`config.mk`:
```
export PLATFORM = sky130hd
export DESIGN_NAME = int_seq_alu
export DESIGN_NICKNAME = d
export VERILOG_FILES = /design/src/rtl/int_seq_pkg.sv /design/src/rtl/int_seq_addsub.sv /design/src/rtl/int_seq_mul.sv /design/src/rtl/int_seq_bitops.sv /design/src/rtl/int_seq_alu.sv
export SDC_FILE = /design/constraint.sdc
export NUM_CORES = 2
export LEC_CHECK = 0
export BUFFER_PORTS_ARGS = -buffer_cell sky130_fd_sc_hd__buf_4
export CAP_MARGIN = 30
export CORE_UTILIZATION = 38
export CTS_CLUSTER_SIZE = 20
export DETAILED_ROUTE_END_ITERATION = 7
export PLACE_DENSITY_LB_ADDON = 0.05
export RECOVER_POWER = 25
export SYNTH_ARGS = -nofsm -noshare
export SYNTH_HDL_FRONTEND = slang
export SYNTH_SLANG_ARGS = --single-unit
```
`constraint.sdc`:
```
create_clock -name clk -period 14.7 [get_ports clk]
set_clock_uncertainty 0.15 [all_clocks]
set_input_delay 2.205 -clock clk [delete_from_list [all_inputs] [get_ports clk]]
set_output_delay 2.205 -clock clk [all_outputs]
set_load 0.01 [all_outputs]
```
`src/rtl/int_seq_pkg.sv`:
```
`timescale 1ns/1ps
package int_seq_pkg;
   localparam int OP_W = 5;

   typedef enum logic [3:0] {
      OP_ADD  = 4'd0,
      OP_SUB  = 4'd1,
      OP_MUL  = 4'd2,
      OP_MAC  = 4'd3,
      OP_POPC = 4'd4,
      OP_BINS = 4'd5,
      OP_BEXT = 4'd6,
      OP_ADDW = 4'd8,
      OP_SUBW = 4'd9,
      OP_MULW = 4'd10,
      OP_MACW = 4'd11
   } op_e;

   // number of micro-steps an operation code occupies
   function automatic logic [2:0] op_steps(input logic [3:0] code);
      case (code)
         OP_MUL, OP_MAC, OP_ADDW, OP_SUBW: op_steps = 3'd2;
         OP_MULW, OP_MACW:                 op_steps = 3'd4;
         default:                          op_steps = 3'd1;
      endcase
   endfunction
endpackage

```
`src/rtl/int_seq_addsub.sv`:
```
`timescale 1ns/1ps
module int_seq_addsub #(
   parameter int W = 32
) (
   input  logic [W-1:0] x,
   input  logic [W-1:0] y,
   input  logic         sub,
   input  logic         cin,
   output logic [W-1:0] sum,
   output logic         cout
);
   logic [W-1:0] y_eff;
   logic [W:0]   total;

   assign y_eff = sub ? ~y : y;
   assign total = {1'b0, x} + {1'b0, y_eff} + {{W{1'b0}}, cin};
   assign sum   = total[W-1:0];
   assign cout  = total[W];
endmodule

```
`src/rtl/int_seq_mul.sv`:
```
`timescale 1ns/1ps
module int_seq_mul #(
   parameter int W = 32,
   parameter bit SPLIT = 1'b0
) (
   input  logic [W-1:0]   x,
   input  logic [W-1:0]   y,
   output logic [2*W-1:0] p
);
   localparam int H = W / 2;

   generate
      if (SPLIT) begin : g_split
         // four half-width products summed, shallower multiplier cells
         logic [W-1:0]   ll, lh, hl, hh;
         assign ll = {{H{1'b0}}, x[H-1:0]} * {{H{1'b0}}, y[H-1:0]};
         assign lh = {{H{1'b0}}, x[H-1:0]} * {{H{1'b0}}, y[W-1:H]};
         assign hl = {{H{1'b0}}, x[W-1:H]} * {{H{1'b0}}, y[H-1:0]};
         assign hh = {{H{1'b0}}, x[W-1:H]} * {{H{1'b0}}, y[W-1:H]};
         assign p  = {{W{1'b0}}, ll} + ({{W{1'b0}}, lh} << H)
                   + ({{W{1'b0}}, hl} << H) + {hh, {W{1'b0}}};
      end else begin : g_flat
         assign p = {{W{1'b0}}, x} * {{W{1'b0}}, y};
      end
   endgenerate
endmodule

```
`src/rtl/int_seq_bitops.sv`:
```
`timescale 1ns/1ps
module int_seq_bitops #(
   parameter int W  = 32,
   parameter int PW = $clog2(W)
) (
   input  logic [W-1:0]  a,
   input  logic [W-1:0]  b,
   input  logic [PW-1:0] pos,
   input  logic [PW-1:0] len,
   input  logic          sgn,
   output logic [W-1:0]  popc,
   output logic [W-1:0]  ins,
   output logic [W-1:0]  ext
);
   localparam logic [PW:0] W_V = (PW+1)'(W);

   logic [PW:0]  end_pos, eff, sidx;
   logic [W-1:0] a_sh, a_rs;
   logic         sbit;
   logic [PW:0]  cnt;

   assign end_pos = {1'b0, pos} + {1'b0, len};
   assign eff     = (end_pos > W_V) ? (W_V - {1'b0, pos}) : {1'b0, len};
   assign sidx    = eff - (PW+1)'(1);
   assign a_sh    = a << pos;
   assign a_rs    = a >> pos;
   assign sbit    = sgn && (eff != '0) && a_rs[sidx[PW-1:0]];

   generate
      for (genvar i = 0; i < W; i++) begin : g_bit
         localparam logic [PW:0] IDX = (PW+1)'(i);
         logic in_field;
         assign in_field = (IDX >= {1'b0, pos}) && (IDX < end_pos);
         assign ins[i]   = in_field ? a_sh[i] : b[i];
         assign ext[i]   = (IDX < eff) ? a_rs[i] : sbit;
      end
   endgenerate

   always_comb begin
      cnt = '0;
      for (int k = 0; k < W; k++) cnt = cnt + (PW+1)'(a[k]);
   end
   assign popc = W'(cnt);

   // a zero length never yields a nonzero unsigned field
   always_comb begin
      if (len == '0 && !sgn) a_r8_empty_field: assert (ext == '0);
   end
endmodule

```
`src/rtl/int_seq_alu.sv`:
```
`timescale 1ns/1ps
module int_seq_alu
   import int_seq_pkg::*;
#(
   parameter int W = 32,
   parameter bit MUL_SPLIT = 1'b0,
   localparam int PW = $clog2(W)
) (
   input  logic               clk,
   input  logic               rst_n,
   input  logic               in_valid,
   output logic               in_ready,
   input  logic [OP_W-1:0]    in_op,
   input  logic [2*W-1:0]     in_a,
   input  logic [2*W-1:0]     in_b,
   input  logic [2*W-1:0]     in_c,
   input  logic [PW-1:0]      in_pos,
   input  logic [PW-1:0]      in_len,
   output logic [2*W-1:0]     out_res,
   output logic               out_done
);
   localparam int DW = 2 * W;

   generate
      if (W < 8 || (1 << PW) != W) begin : g_bad_width
         $error("int_seq_alu: W must be a power of two of at least 8");
      end
   endgenerate

   logic           busy_q, carry_q, done_q;
   logic [1:0]     step_q;
   logic [3:0]     op_q;
   logic [DW-1:0]  a_q, b_q, c_q, acc_q, res_q;

   logic [3:0]     cur_op;
   logic [DW-1:0]  ca, cb, cc;
   logic [1:0]     step;
   logic           fire, last, is_sub;
   logic [2:0]     nsteps;

   assign in_ready = !busy_q;
   assign fire     = busy_q || in_valid;
   assign cur_op   = busy_q ? op_q : in_op[3:0];
   assign ca       = busy_q ? a_q : in_a;
   assign cb       = busy_q ? b_q : in_b;
   assign cc       = busy_q ? c_q : in_c;
   assign step     = busy_q ? step_q : 2'd0;
   assign nsteps   = op_steps(cur_op);
   assign last     = ({1'b0, step} + 3'd1) == nsteps;
   assign is_sub   = (cur_op == OP_SUB) || (cur_op == OP_SUBW);

   // narrow add path: low half on step 0, high half with carry on step 1
   logic [W-1:0] ax, ay, asum;
   logic         acin, acout;
   assign ax   = (step == 2'd1) ? ca[DW-1:W] : ca[W-1:0];
   assign ay   = (step == 2'd1) ? cb[DW-1:W] : cb[W-1:0];
   assign acin = (step == 2'd1) ? carry_q : is_sub;

   int_seq_addsub #(.W(W)) u_add (
      .x(ax), .y(ay), .sub(is_sub), .cin(acin), .sum(asum), .cout(acout)
   );

   // multiplier operand select: lo*lo, lo*hi, hi*lo
   logic [W-1:0]  mx, my;
   logic [DW-1:0] pp;
   assign mx = (step == 2'd2) ? ca[DW-1:W] : ca[W-1:0];
   assign my = (step == 2'd1) ? cb[DW-1:W] : cb[W-1:0];

   int_seq_mul #(.W(W), .SPLIT(MUL_SPLIT)) u_mul (.x(mx), .y(my), .p(pp));

   logic [W-1:0] popc_v, ins_v, ext_v;
   int_seq_bitops #(.W(W), .PW(PW)) u_bits (
      .a(in_a[W-1:0]), .b(in_b[W-1:0]), .pos(in_pos), .len(in_len),
      .sgn(in_op[4]), .popc(popc_v), .ins(ins_v), .ext(ext_v)
   );

   // accumulator adder shared by partial-product build-up and addend fold
   logic [DW-1:0] acc_in, acc_sum;
   always_comb begin
      acc_in = '0;
      case (cur_op)
         OP_MAC:  acc_in = {{W{1'b0}}, cc[W-1:0]};
         OP_MULW: if (step != 2'd3) acc_in = {pp[W-1:0], {W{1'b0}}};
         OP_MACW: acc_in = (step == 2'd3) ? cc : {pp[W-1:0], {W{1'b0}}};
         default: acc_in = '0;
      endcase
   end
   assign acc_sum = acc_q + acc_in;

   logic [DW-1:0] acc_d, res_d;
   logic          carry_d;
   always_comb begin
      acc_d   = acc_q;
      carry_d = carry_q;
      res_d   = '0;
      case (cur_op)
         OP_ADD, OP_SUB: res_d = {{W{1'b0}}, asum};
         OP_MUL, OP_MAC: begin
            if (step == 2'd0) acc_d = pp;
            res_d = {{W{1'b0}}, acc_sum[W-1:0]};
         end
         OP_POPC: res_d = {{W{1'b0}}, popc_v};
         OP_BINS: res_d = {{W{1'b0}}, ins_v};
         OP_BEXT: res_d = {{W{1'b0}}, ext_v};
         OP_ADDW, OP_SUBW: begin
            if (step == 2'd0) begin
               acc_d   = {{W{1'b0}}, asum};
               carry_d = acout;
            end
            res_d = {asum, acc_q[W-1:0]};
         end
         OP_MULW, OP_MACW: begin
            acc_d = (step == 2'd0) ? pp : acc_sum;
            res_d = acc_sum;
         end
         default: res_d = '0;
      endcase
   end

   always_ff @(posedge clk) begin
      if (!rst_n) begin
         busy_q  <= 1'b0;
         done_q  <= 1'b0;
         step_q  <= 2'd0;
         carry_q <= 1'b0;
         op_q    <= '0;
         a_q     <= '0;
         b_q     <= '0;
         c_q     <= '0;
         acc_q   <= '0;
         res_q   <= '0;
      end else begin
         done_q <= 1'b0;
         if (fire) begin
            acc_q   <= acc_d;
            carry_q <= carry_d;
            if (!busy_q) begin
               op_q <= in_op[3:0];
               a_q  <= in_a;
               b_q  <= in_b;
               c_q  <= in_c;
            end
            if (last) begin
               res_q  <= res_d;
               done_q <= 1'b1;
               busy_q <= 1'b0;
               step_q <= 2'd0;
            end else begin
               busy_q <= 1'b1;
               step_q <= step + 2'd1;
            end
         end
      end
   end

   assign out_res  = res_q;
   assign out_done = done_q;

   logic take;
   assign take = in_valid && in_ready;

   a_r1_single_done: assert property (@(posedge clk) disable iff (!rst_n)
      (take && op_steps(in_op[3:0]) == 3'd1) |=> (out_done && in_ready));

   a_r3_mul_two_cycles: assert property (@(posedge clk) disable iff (!rst_n)
      (take && (in_op[3:0] == OP_MUL || in_op[3:0] == OP_MAC))
      |=> !in_ready ##1 out_done);

   a_r4_wide_add_seq: assert property (@(posedge clk) disable iff (!rst_n)
      (take && (in_op[3:0] == OP_ADDW || in_op[3:0] == OP_SUBW))
      |=> !out_done ##1 out_done);

   a_r5_wide_mul_seq: assert property (@(posedge clk) disable iff (!rst_n)
      (take && (in_op[3:0] == OP_MULW || in_op[3:0] == OP_MACW))
      |=> !in_ready ##1 !in_ready ##1 !in_ready ##1 out_done);

   a_r10_quiet_busy: assert property (@(posedge clk) disable iff (!rst_n)
      busy_q |-> !out_done);

   a_r7_ins_keep_base: assert property (@(posedge clk) disable iff (!rst_n)
      (take && in_op[3:0] == OP_BINS && in_len == '0)
      |=> out_res == {{W{1'b0}}, $past(in_b[W-1:0])});
endmodule

```
==> flow_summary.toml <==
[run_status]
status = "finished, violations left"
violations = "capacitance limit, slew limit"

[worst_setup_path]
worstSetupEndpointType = "register"
max_stage_delay_ns = 0.72
reg2reg_slack_ns = 2.09
worstPathArrival_ns = 13.01
crit_fanout = 41
slowest_stage = "dfxtp_4"
worst_setup_path_start_kind = "register"
required_ns = 15.10
timing.critical_path.mode_cell = "fa_1"
criticalPathCategory = "register to register"

[yosys]
synth_commonest_cells = "nand2_1, inv_1, fa_1, nor2_1, a21oi_1"
synth_warnings = 0
synth_nets = 9208
ys_async_sr_fraction = 0
yosysMostFrequentCell = "nand2_1"
synth_xor_area_frac = 0.02585
ys_seq_elements = 329
synthCells = 7698
synth_compound_area_frac = 0.1583
netlist.area_leader.share = 0.3036
synth.area.mux_share = 0.05848
synth_top_family_by_area = "adder cells"
ys_seq_area_frac = 0.1081
synth-edff-count = 0
synth_cell_types = 98
yosys.area_share.adder = 0.3808
ys.flop_type = "dfxtp_1"
postSynthAreaPerCell_um2 = 7.916
syn_area_um2 = 60940
synth.area.top_cells = "fa_1, dfxtp_1, nand2_1"
synthSimpleGateAreaFrac = 0.1742
synth_top_area_cell = "fa_1"

[layout]
final_cells = 9748
fillers = 16400
final_cell_area_um2 = 66530
drive_above_1_share = 0.08017
multi_input_area_um2 = 49150
syn2layout_area_growth_pct = 9.182
fin_nets = 9150
seq_area_um2 = 6590

[detailed_routing]
top_layer_used = "met5"
wl_met1_um = 129200
drc = 0
dr_wl_met3_um = 31110
antenna_left = 0
met2_length_um = 121200
via_per_inst = 5.924
wirelength_um = 291300
dr.pass1.iters = 6
drtIter0Drc = 7063
via_count = 57750
wl_per_cell_um = 29.88

[sta]
fin_crit_ns = 12.61
tightestPinTransition_ns = 3.403
period_share = 0.8581
clock.fmax_mhz = 79.27
rsz0062_at_grt = "no"
timing.slew.headroom = -1.269
fin_setup_tns_ns = 0
setup_violations = 0
hold_viol = 0
holdWs_ns = 0.3020
drv_slew = 151

[placed_design]
dp_hpwl_um = 231200
dp_cells = 9659
placed_area_um2 = 65170
portBuffers = 275
globalplace.congestion = 1.028

[floorplanning]
initial_utilization = 0.3839
die_x_um = 402.4
die_y_um = 402.4
fp.dieArea_um2 = 162000
design.core.area_um2 = 158700
top_level_ports = 276
fp-row-count = 146

[cts]
ctsResizeCount = 0
cts_num_sinks = 329
cts_buffers = 42
cts_root_buf = "clkbuf_16"
cts.clk_slew.worst_paths_ns = 0.06
cts_htree_levels = 2
cts_setup_buffers = 0
insertion_delay_ns = 0.63
cts_tree = "yes"
clockBufferDepth = 3
cts_hold_buffers = 0

[run]
drv_cap = 3

[global_route]
grt_pass1_vias = 55920
grt_max_degree = 162
grt-ovfl-total = 0
antenna_found_initial = 12
grt_pass1_wl_um = 416500
grt.total_usage = 0.3557

[min_path]
worstHoldPathType = "register to register"
[state kept, by name (all words and copies together) (netlist names)]
name / flops
a_q: 64
acc_q: 64
b_q: 64
c_q: 64
out_res: 64
op_q: 4
step_q: 2
busy_q: 1
carry_q: 1
out_done: 1
[metal layers]
metal	vias to the layer above	GRT usage
li1	24950	-
met1	29420	0.5172
met2	3002	0.5126
met3	366	0.09592
met4	8	0.1013
met5	-	0
[per-stage QoR]
| step | setup WS, ns | util |
|---|---|---|
| final | 2.086 | 0.4191 |
| after global routing | 1.552 | 0.4190 |
| after CTS | 2.250 | 0.4199 |
| after detailed placement | 2.279 | 0.4105 |
| after global placement | 2.312 | 0.4097 |
| after floorplan | 3.731 | - |
[layout make-up]
cell class | instances | share of cell area
well taps | 2072 | 0.03897
flip-flops and latches | 329 | 0.09905
diodes | 5 | 0.0001881
multi-input cells | 5867 | 0.7387
repair buffers | 413 | 0.04491
clock inverters | 17 | 0.004307
inverters | 987 | 0.05580
clock buffers | 58 | 0.01807
[cells by family after synthesis]
logic type | count (synthesis)
fa+ha+maj | 1300
simple gates | 2571
xor+xnor | 179
compound gates | 1545
buf+inv | 1502
mux | 272
flops | 329
[cell usage in the layout (no fill, tap or decap), drive strengths merged, types with 64 or more instances in the layout]
cell	synthesis	final
clkbuf	442	125
fa	924	924
a21oi	623	623
a31oi	107	107
dfxtp	329	329
nor3	64	64
nand2	1476	1476
ha	376	376
buf	73	346
nand3	72	72
xor2	70	70
inv	986	988
a21o	152	152
mux4	65	65
o21ai	225	225
xnor2	109	109
mux2i	185	185
nor2	677	677
[worst paths after layout]
path                                     startpoint                      to  cells past startpoint
worst max-delay path            busy_q$_SDFFE_PN0N_  acc_q[62]$_SDFFE_PN0P_                     40
worst min-delay path            c_q[9]$_SDFFE_PN0N_     c_q[9]$_SDFFE_PN0N_                      2
worst max register to register  busy_q$_SDFFE_PN0N_  acc_q[62]$_SDFFE_PN0P_                     40
worst min register to register  c_q[9]$_SDFFE_PN0N_     c_q[9]$_SDFFE_PN0N_                      2
[worst max-delay path, delay by kind of cell (launching register included)]
family / cells / cell delay [ns]
AO/OA/AOI/OAI: 15 / 3.23
multiplexers: 1 / 0.26
adder cells (fa/ha/maj): 10 / 4.98
flip-flops: 1 / 0.72
XOR/XNOR: 2 / 0.56
buffers and inverters: 8 / 1.45
AND/OR/NAND/NOR: 4 / 1.17
Power is left out: the tool's default activity adds up to more than one toggle a clock period on the data nets, which glitch-free logic cannot reach.
